### src/rtl/cplx_mac_pkg.sv
package cplx_mac_pkg;

  // Strobes from the control pipeline to the datapath, one set per cycle.
  typedef struct packed {
    logic ld1;      // capture operands
    logic ld2;      // capture partial products
    logic accLoad;  // total <= product
    logic accAdd;   // total <= total + product
    logic accZero;  // total <= 0
  } macStrobe_t;

endpackage

### src/rtl/cplx_mac_ctrl.sv
module cplx_mac_ctrl
  import cplx_mac_pkg::*;
(
  input  logic       clk,
  input  logic       rst,
  input  logic       inValid,
  input  logic       accClear,
  input  logic       accEnable,
  output macStrobe_t strobe,
  output logic       outValid
);

  logic vld1, vld2, vld3;
  logic clr1, clr2;
  logic en1, en2;

  // Control bits ride alongside the data, one register per datapath stage.
  always_ff @(posedge clk) begin
    if (rst) begin
      vld1 <= 1'b0;
      vld2 <= 1'b0;
      vld3 <= 1'b0;
      clr1 <= 1'b0;
      clr2 <= 1'b0;
      en1  <= 1'b0;
      en2  <= 1'b0;
    end else begin
      vld1 <= inValid;
      vld2 <= vld1;
      vld3 <= vld2;
      clr1 <= accClear;
      clr2 <= clr1;
      en1  <= accEnable;
      en2  <= en1;
    end
  end

  always_comb begin
    strobe.ld1     = inValid;
    strobe.ld2     = vld1;
    strobe.accLoad = vld2 && (clr2 || !en2);
    strobe.accAdd  = vld2 && !clr2 && en2;
    strobe.accZero = !vld2 && clr2;
  end

  assign outValid = vld3;

  // Cycles since reset, saturating; gates the latency check below.
  logic [1:0] ageQ;
  always_ff @(posedge clk) begin
    if (rst)                ageQ <= 2'd0;
    else if (ageQ != 2'd3)  ageQ <= ageQ + 2'd1;
  end

  AST_OUT_LATENCY: assert property (@(posedge clk) disable iff (rst)
    (ageQ == 2'd3) |-> (outValid == $past(inValid, 3)));

endmodule

### src/rtl/cplx_mac_dp.sv
module cplx_mac_dp
  import cplx_mac_pkg::*;
#(
  parameter  int OP_W  = 18,
  localparam int RES_W = 2 * OP_W + 1
) (
  input  logic                    clk,
  input  logic                    rst,
  input  macStrobe_t              strobe,
  input  logic signed [OP_W-1:0]  aRe,
  input  logic signed [OP_W-1:0]  aIm,
  input  logic signed [OP_W-1:0]  bRe,
  input  logic signed [OP_W-1:0]  bIm,
  output logic signed [RES_W-1:0] resRe,
  output logic signed [RES_W-1:0] resIm
);

  localparam int PROD_W = 2 * OP_W;
  localparam int LANES  = 4;
  localparam int EXT_W  = RES_W - PROD_W;

  // Stage 1: operand registers.
  logic signed [OP_W-1:0] aReQ, aImQ, bReQ, bImQ;

  always_ff @(posedge clk) begin
    if (rst) begin
      aReQ <= '0;
      aImQ <= '0;
      bReQ <= '0;
      bImQ <= '0;
    end else if (strobe.ld1) begin
      aReQ <= aRe;
      aImQ <= aIm;
      bReQ <= bRe;
      bImQ <= bIm;
    end
  end

  // Lane order: 0 re*re, 1 im*im, 2 re*im, 3 im*re.
  logic signed [OP_W-1:0] mulA [LANES];
  logic signed [OP_W-1:0] mulB [LANES];

  always_comb begin
    mulA[0] = aReQ;  mulB[0] = bReQ;
    mulA[1] = aImQ;  mulB[1] = bImQ;
    mulA[2] = aReQ;  mulB[2] = bImQ;
    mulA[3] = aImQ;  mulB[3] = bReQ;
  end

  // Stage 2: partial product registers.
  logic signed [PROD_W-1:0] prodQ [LANES];

  always_ff @(posedge clk) begin
    for (int i = 0; i < LANES; i++) begin
      if (rst)             prodQ[i] <= '0;
      else if (strobe.ld2) prodQ[i] <= mulA[i] * mulB[i];
    end
  end

  // Sign-extend each product to the result width before combining.
  logic signed [RES_W-1:0] prodExt [LANES];

  always_comb begin
    for (int i = 0; i < LANES; i++)
      prodExt[i] = {{EXT_W{prodQ[i][PROD_W-1]}}, prodQ[i]};
  end

  logic signed [RES_W-1:0] sumRe, sumIm;
  assign sumRe = prodExt[0] - prodExt[1];
  assign sumIm = prodExt[2] + prodExt[3];

  // Stage 3: adder-output register doubling as the running total.
  logic signed [RES_W-1:0] accRe, accIm;

  always_ff @(posedge clk) begin
    if (rst) begin
      accRe <= '0;
      accIm <= '0;
    end else if (strobe.accZero) begin
      accRe <= '0;
      accIm <= '0;
    end else if (strobe.accLoad) begin
      accRe <= sumRe;
      accIm <= sumIm;
    end else if (strobe.accAdd) begin
      accRe <= accRe + sumRe;   // wraps modulo 2^RES_W
      accIm <= accIm + sumIm;
    end
  end

  assign resRe = accRe;
  assign resIm = accIm;

  AST_ZERO_ON_CLEAR: assert property (@(posedge clk) disable iff (rst)
    strobe.accZero |=> (accRe == '0 && accIm == '0));

  AST_HOLD_IDLE: assert property (@(posedge clk) disable iff (rst)
    !(strobe.accZero || strobe.accLoad || strobe.accAdd)
      |=> ($stable(accRe) && $stable(accIm)));

  AST_LOAD_PRODUCT: assert property (@(posedge clk) disable iff (rst)
    strobe.accLoad |=> (accRe == $past(sumRe) && accIm == $past(sumIm)));

  AST_ADD_PRODUCT: assert property (@(posedge clk) disable iff (rst)
    strobe.accAdd |=> (accRe == $past(accRe) + $past(sumRe)));

endmodule

### src/rtl/cplx_mac.sv
module cplx_mac
  import cplx_mac_pkg::*;
#(
  parameter  int OP_W  = 18,
  localparam int RES_W = 2 * OP_W + 1
) (
  input  logic                    clk,
  input  logic                    rst,
  input  logic                    inValid,
  input  logic signed [OP_W-1:0]  aRe,
  input  logic signed [OP_W-1:0]  aIm,
  input  logic signed [OP_W-1:0]  bRe,
  input  logic signed [OP_W-1:0]  bIm,
  input  logic                    accClear,
  input  logic                    accEnable,
  output logic                    outValid,
  output logic signed [RES_W-1:0] resRe,
  output logic signed [RES_W-1:0] resIm
);

  macStrobe_t strobe;

  cplx_mac_ctrl u_ctrl (
    .clk       (clk),
    .rst       (rst),
    .inValid   (inValid),
    .accClear  (accClear),
    .accEnable (accEnable),
    .strobe    (strobe),
    .outValid  (outValid)
  );

  cplx_mac_dp #(.OP_W(OP_W)) u_dp (
    .clk    (clk),
    .rst    (rst),
    .strobe (strobe),
    .aRe    (aRe),
    .aIm    (aIm),
    .bRe    (bRe),
    .bIm    (bIm),
    .resRe  (resRe),
    .resIm  (resIm)
  );

endmodule

### config.mk
export PLATFORM = sky130hd
export DESIGN_NAME = cplx_mac
export DESIGN_NICKNAME = d
export VERILOG_FILES = /design/src/rtl/cplx_mac_pkg.sv /design/src/rtl/cplx_mac_ctrl.sv /design/src/rtl/cplx_mac_dp.sv /design/src/rtl/cplx_mac.sv
export SDC_FILE = /design/constraint.sdc
export NUM_CORES = 2
export LEC_CHECK = 0
export ABC_CLOCK_PERIOD_IN_PS = 6800
export CORE_MARGIN = 4
export CORE_UTILIZATION = 50
export DETAILED_ROUTE_END_ITERATION = 16
export PLACE_DENSITY = 0.69
export SYNTH_ARGS = -nofsm -noshare
export SYNTH_HDL_FRONTEND = slang
export SYNTH_SLANG_ARGS = --single-unit
export TNS_END_PERCENT = 50
### constraint.sdc
create_clock -name clk -period 6.8 [get_ports clk]
set_input_delay 2.04 -clock clk [delete_from_list [all_inputs] [get_ports clk]]
set_output_delay 2.04 -clock clk [all_outputs]
set_load 0.05 [all_outputs]
==> metrics.csv <==
metric,value,unit
Max Slew Vio Count,0,
"FFs w/ async S/R, synth",0,%
CTS Buffer Depth,3,
max cap viols,0,
Startpoint Class,flip-flop,
Max-slew headroom,21.0,%
Area growth syn-to-layout,10.3,%
Int Pwr,6.21,mW
grt total ovfl,0,
Global Route Usage Sum,27.9,%
CP Capture Type,flip-flop,
"Largest delay share family, worst path",adder cells,
worst path cell trace,buf_12 -> nand2_1 -> fa_1 -> inv_1 -> fa_1 -> fa_1 -> fa_1 -> fa_1 -> fa_1 -> ha_1 -> nand3_1 -> nor2_1 -> and3_1 -> nand3_1 -> nand2_1 -> a21o_1 -> a211oi_1 -> nor4_1 -> buf_4,
Core ar.,131000,um^2
I/O Pins,152,
Synth area leaders,"fa_1 40%, ha_1 9.8%, inv_1 8.7%",
die area,138000,um^2
PwrDens,160,nW/um^2
Post-synth EDFFs,144,
starting density of the core,50.3,%
cell count after synthesis,7290,
number of fill cells,11800,
busiest grt layer,met2,
Synth Warn #,0,
Synth area leader,fa_1,
combinational share of power,60.5,%
Final WS setup,0.147,ns
WS Path Type,flip-flop to flip-flop,
final setup fails,0,
Clock transition at path regs,0.06,ns
Die Y,372,um
crit path time final,6.65,ns
Post-synth top cells,"1536 x inv_1, 1320 x fa_1, 723 x nand2_1, 677 x and2_1, 516 x ha_1",
Final Hold Viols,0,
pre-CTS setup slack,-0.217,ns
CTS Buf Count,42,
CTS tree,yes,
Clock Skew,0.0461,ns
WP data required,7.28,ns
largest stage delay on the critical path,0.60,ns
Total Wirelength,189000,um
Initial DRT Pass Iterations,6,
first-pass GRT wire length,297000,um
post-DP HPWL,154000,um
placed inst area,70900,um^2
die span in x,372,um
Pleak,36.5,nW
Clk pwr share,20.8,%
H-tree levels,2,
vias in the first global route,52700,
Worst VDD drop,0.164,mV
CP Max Fanout,21,
DR iter-0 viols,3875,
I/O Buffers,151,
RD Place Congestion,0.973,
worst skew pair latency,0.66,ns
WHS,0.460,ns
Synth top area share,40.0,%
Hold Path Class,flip-flop to flip-flop,
status,finished clean,
Post-Place Cells,9089,
DR vias,50000,
nets,9299,
most frequent CP cell,fa_1,
share of cells above drive strength 1,6.11,%
GR Layer Usage met2,43.7,%
met1 usage,38.5,%
sequential power share,18.7,%
synthesis-stage register bit count,297,
# hold bufs at CTS,0,
Critical Path AT,7.14,ns
clk root buf,clkbuf_16,
synth unique cells,86,
switching pwr,5.48,mW
"Seq/Total Area, Yosys",11.2,%
"Net Count, Synth",9203,
Sw Share,46.9,%
slowest CP cell,fa_1,
initial antenna violation count,10,
Residual DRC,0,
top_reg_cell synth,dfxtp_1,
synthesized area,66100,um^2
number of buffers and inverters on the critical path,3,
average size of a mapped cell,9.07,um^2
RSZ-0062 raised after global routing,true,
clock sinks,297,
Final ANT Viol Nets,0,
fin cells,9176,
largest net degree at the start of global routing,135,
Worst-Margin Slew,1.18,ns
Routed wire per std cell,20.6,um
Final Power,11.7,mW
most frequent cell after synthesis,inv_1,
vias per cell,5.45,
row cnt,133,
Final Cell Area,72900,um^2
period utilization,97.8,%
maximum clock frequency,0.150,GHz
GRT met3 Usage,6.53,%
==> what timing repair did <==
item / CTS / global route
gates cloned: 0 / 5
resized for setup: 15 / 101
hold endpoints to repair: 0 / 0
buffers inserted: 0 / 3
endpoints found under the setup margin: 5 / 38
pin swaps: 0 / 23
==> power by group through the flow <==
stage	Sequential (mW)	Combinational, mW	Clock, mW
2_1_floorplan	2.20	4.47	0
3_3_place_gp	2.22	6.70	0
3_5_place_dp	2.22	6.81	0
4_1_cts	2.19	6.86	2.49
5_1_grt	2.20	7.79	2.54
6_report	2.19	7.07	2.43
==> path summary, 6_finish.rpt <==
path / to / cells past startpoint / start / slack, ns
worst min register to register: u_ctrl.clr2$_SDFF_PP0_ / 1 / u_ctrl.clr1$_SDFF_PP0_ / 0.46
worst max register to register: u_dp.prodQ[1][31]$_SDFFCE_PN0P_ / 19 / u_dp.bImQ[10]$_SDFFE_PP0P_ / 0.15
worst min-delay path: u_ctrl.clr2$_SDFF_PP0_ / 1 / u_ctrl.clr1$_SDFF_PP0_ / 0.46
worst max-delay path: u_dp.prodQ[1][31]$_SDFFCE_PN0P_ / 19 / u_dp.bImQ[10]$_SDFFE_PP0P_ / 0.15
==> placed cells by master (no fill, tap or decap), drive strengths merged, types with 21 or more instances in the layout <==
cell type and count:
xnor2 163, buf 260, clkdlybuf4s50 149, a21oi 226, nor2 396, a311oi 21, nand2b 54, and2 677
nand2 723, clkbuf 57, inv 1543, edfxtp 144, dfxtp 153, a31oi 28, mux2i 79, a21o 116
o21ai 169, o21bai 26, fa 1320, nor3 55, xor2 88, a211oi 58, nand3 56, nor2b 44
ha 516, and3 30, o21a 27
==> area by class of cell <==
cell class / instances / area (um^2) / area share [%]
antenna: 3 / 7.51 / 0.0103
clock buffer: 52 / 1100 / 1.51
clock inverter: 24 / 365 / 0.501
inverter: 1537 / 5770 / 7.91
multi-input combinational: 5094 / 51800 / 71.0
sequential: 297 / 7440 / 10.2
tap: 1755 / 2200 / 3.01
timing repair buffer: 414 / 4280 / 5.87
==> worst reg2reg max path, cell delays in order, from the launching register on <==
cell	delay, ns
dfxtp_1	0.55
buf_12	0.25
nand2_1	0.13
fa_1	0.46
inv_1	0.26
fa_1	0.51
fa_1	0.60
fa_1	0.45
fa_1	0.51
fa_1	0.46
ha_1	0.47
nand3_1	0.12
nor2_1	0.26
and3_1	0.20
nand3_1	0.12
nand2_1	0.16
a21o_1	0.14
a211oi_1	0.08
nor4_1	0.53
buf_4	0.24
==> state kept, by name, indices dropped and copies added (netlist names) <==
name             count
u_ctrl.vld2          1
u_ctrl.clr1          1
u_dp.resRe          37
u_dp.aImQ           18
u_dp.bImQ           18
u_ctrl.en2           1
u_ctrl.outValid      1
u_dp.resIm          37
u_ctrl.clr2          1
u_dp.bReQ           18
u_ctrl.en1           1
u_ctrl.vld1          1
u_dp.aReQ           18
u_dp.prodQ         144
==> metal layers <==
metal / wire length, um / vias up / share of wire [%]
met5: 80 / - / 0.042
met4: 6940 / 12 / 3.7
met3: 18200 / 296 / 9.6
met2: 83900 / 1914 / 44
met1: 79800 / 25300 / 42
li1: - / 22500 / -
==> metrics by stage <==
step	TNS (ns)	utilization (%)
2_1_floorplan	0	-
5_1_grt	-0.513	55.5
4_1_cts	0	55.1
6_report	0	55.5
3_3_place_gp	-0.350	54.0
3_5_place_dp	-0.453	54.0
==> kinds of logic after synthesis <==
kind of cell / Yosys count / share of synthesized area, %
simple gates: 2119 / 15.7
buf+inv: 1899 / 10.9
fa+ha+maj: 1836 / 49.7
compound gates: 809 / 7.95
flops: 297 / 11.2
xor+xnor: 251 / 3.33
mux: 79 / 1.20
Power figures use the tool's default switching activity.
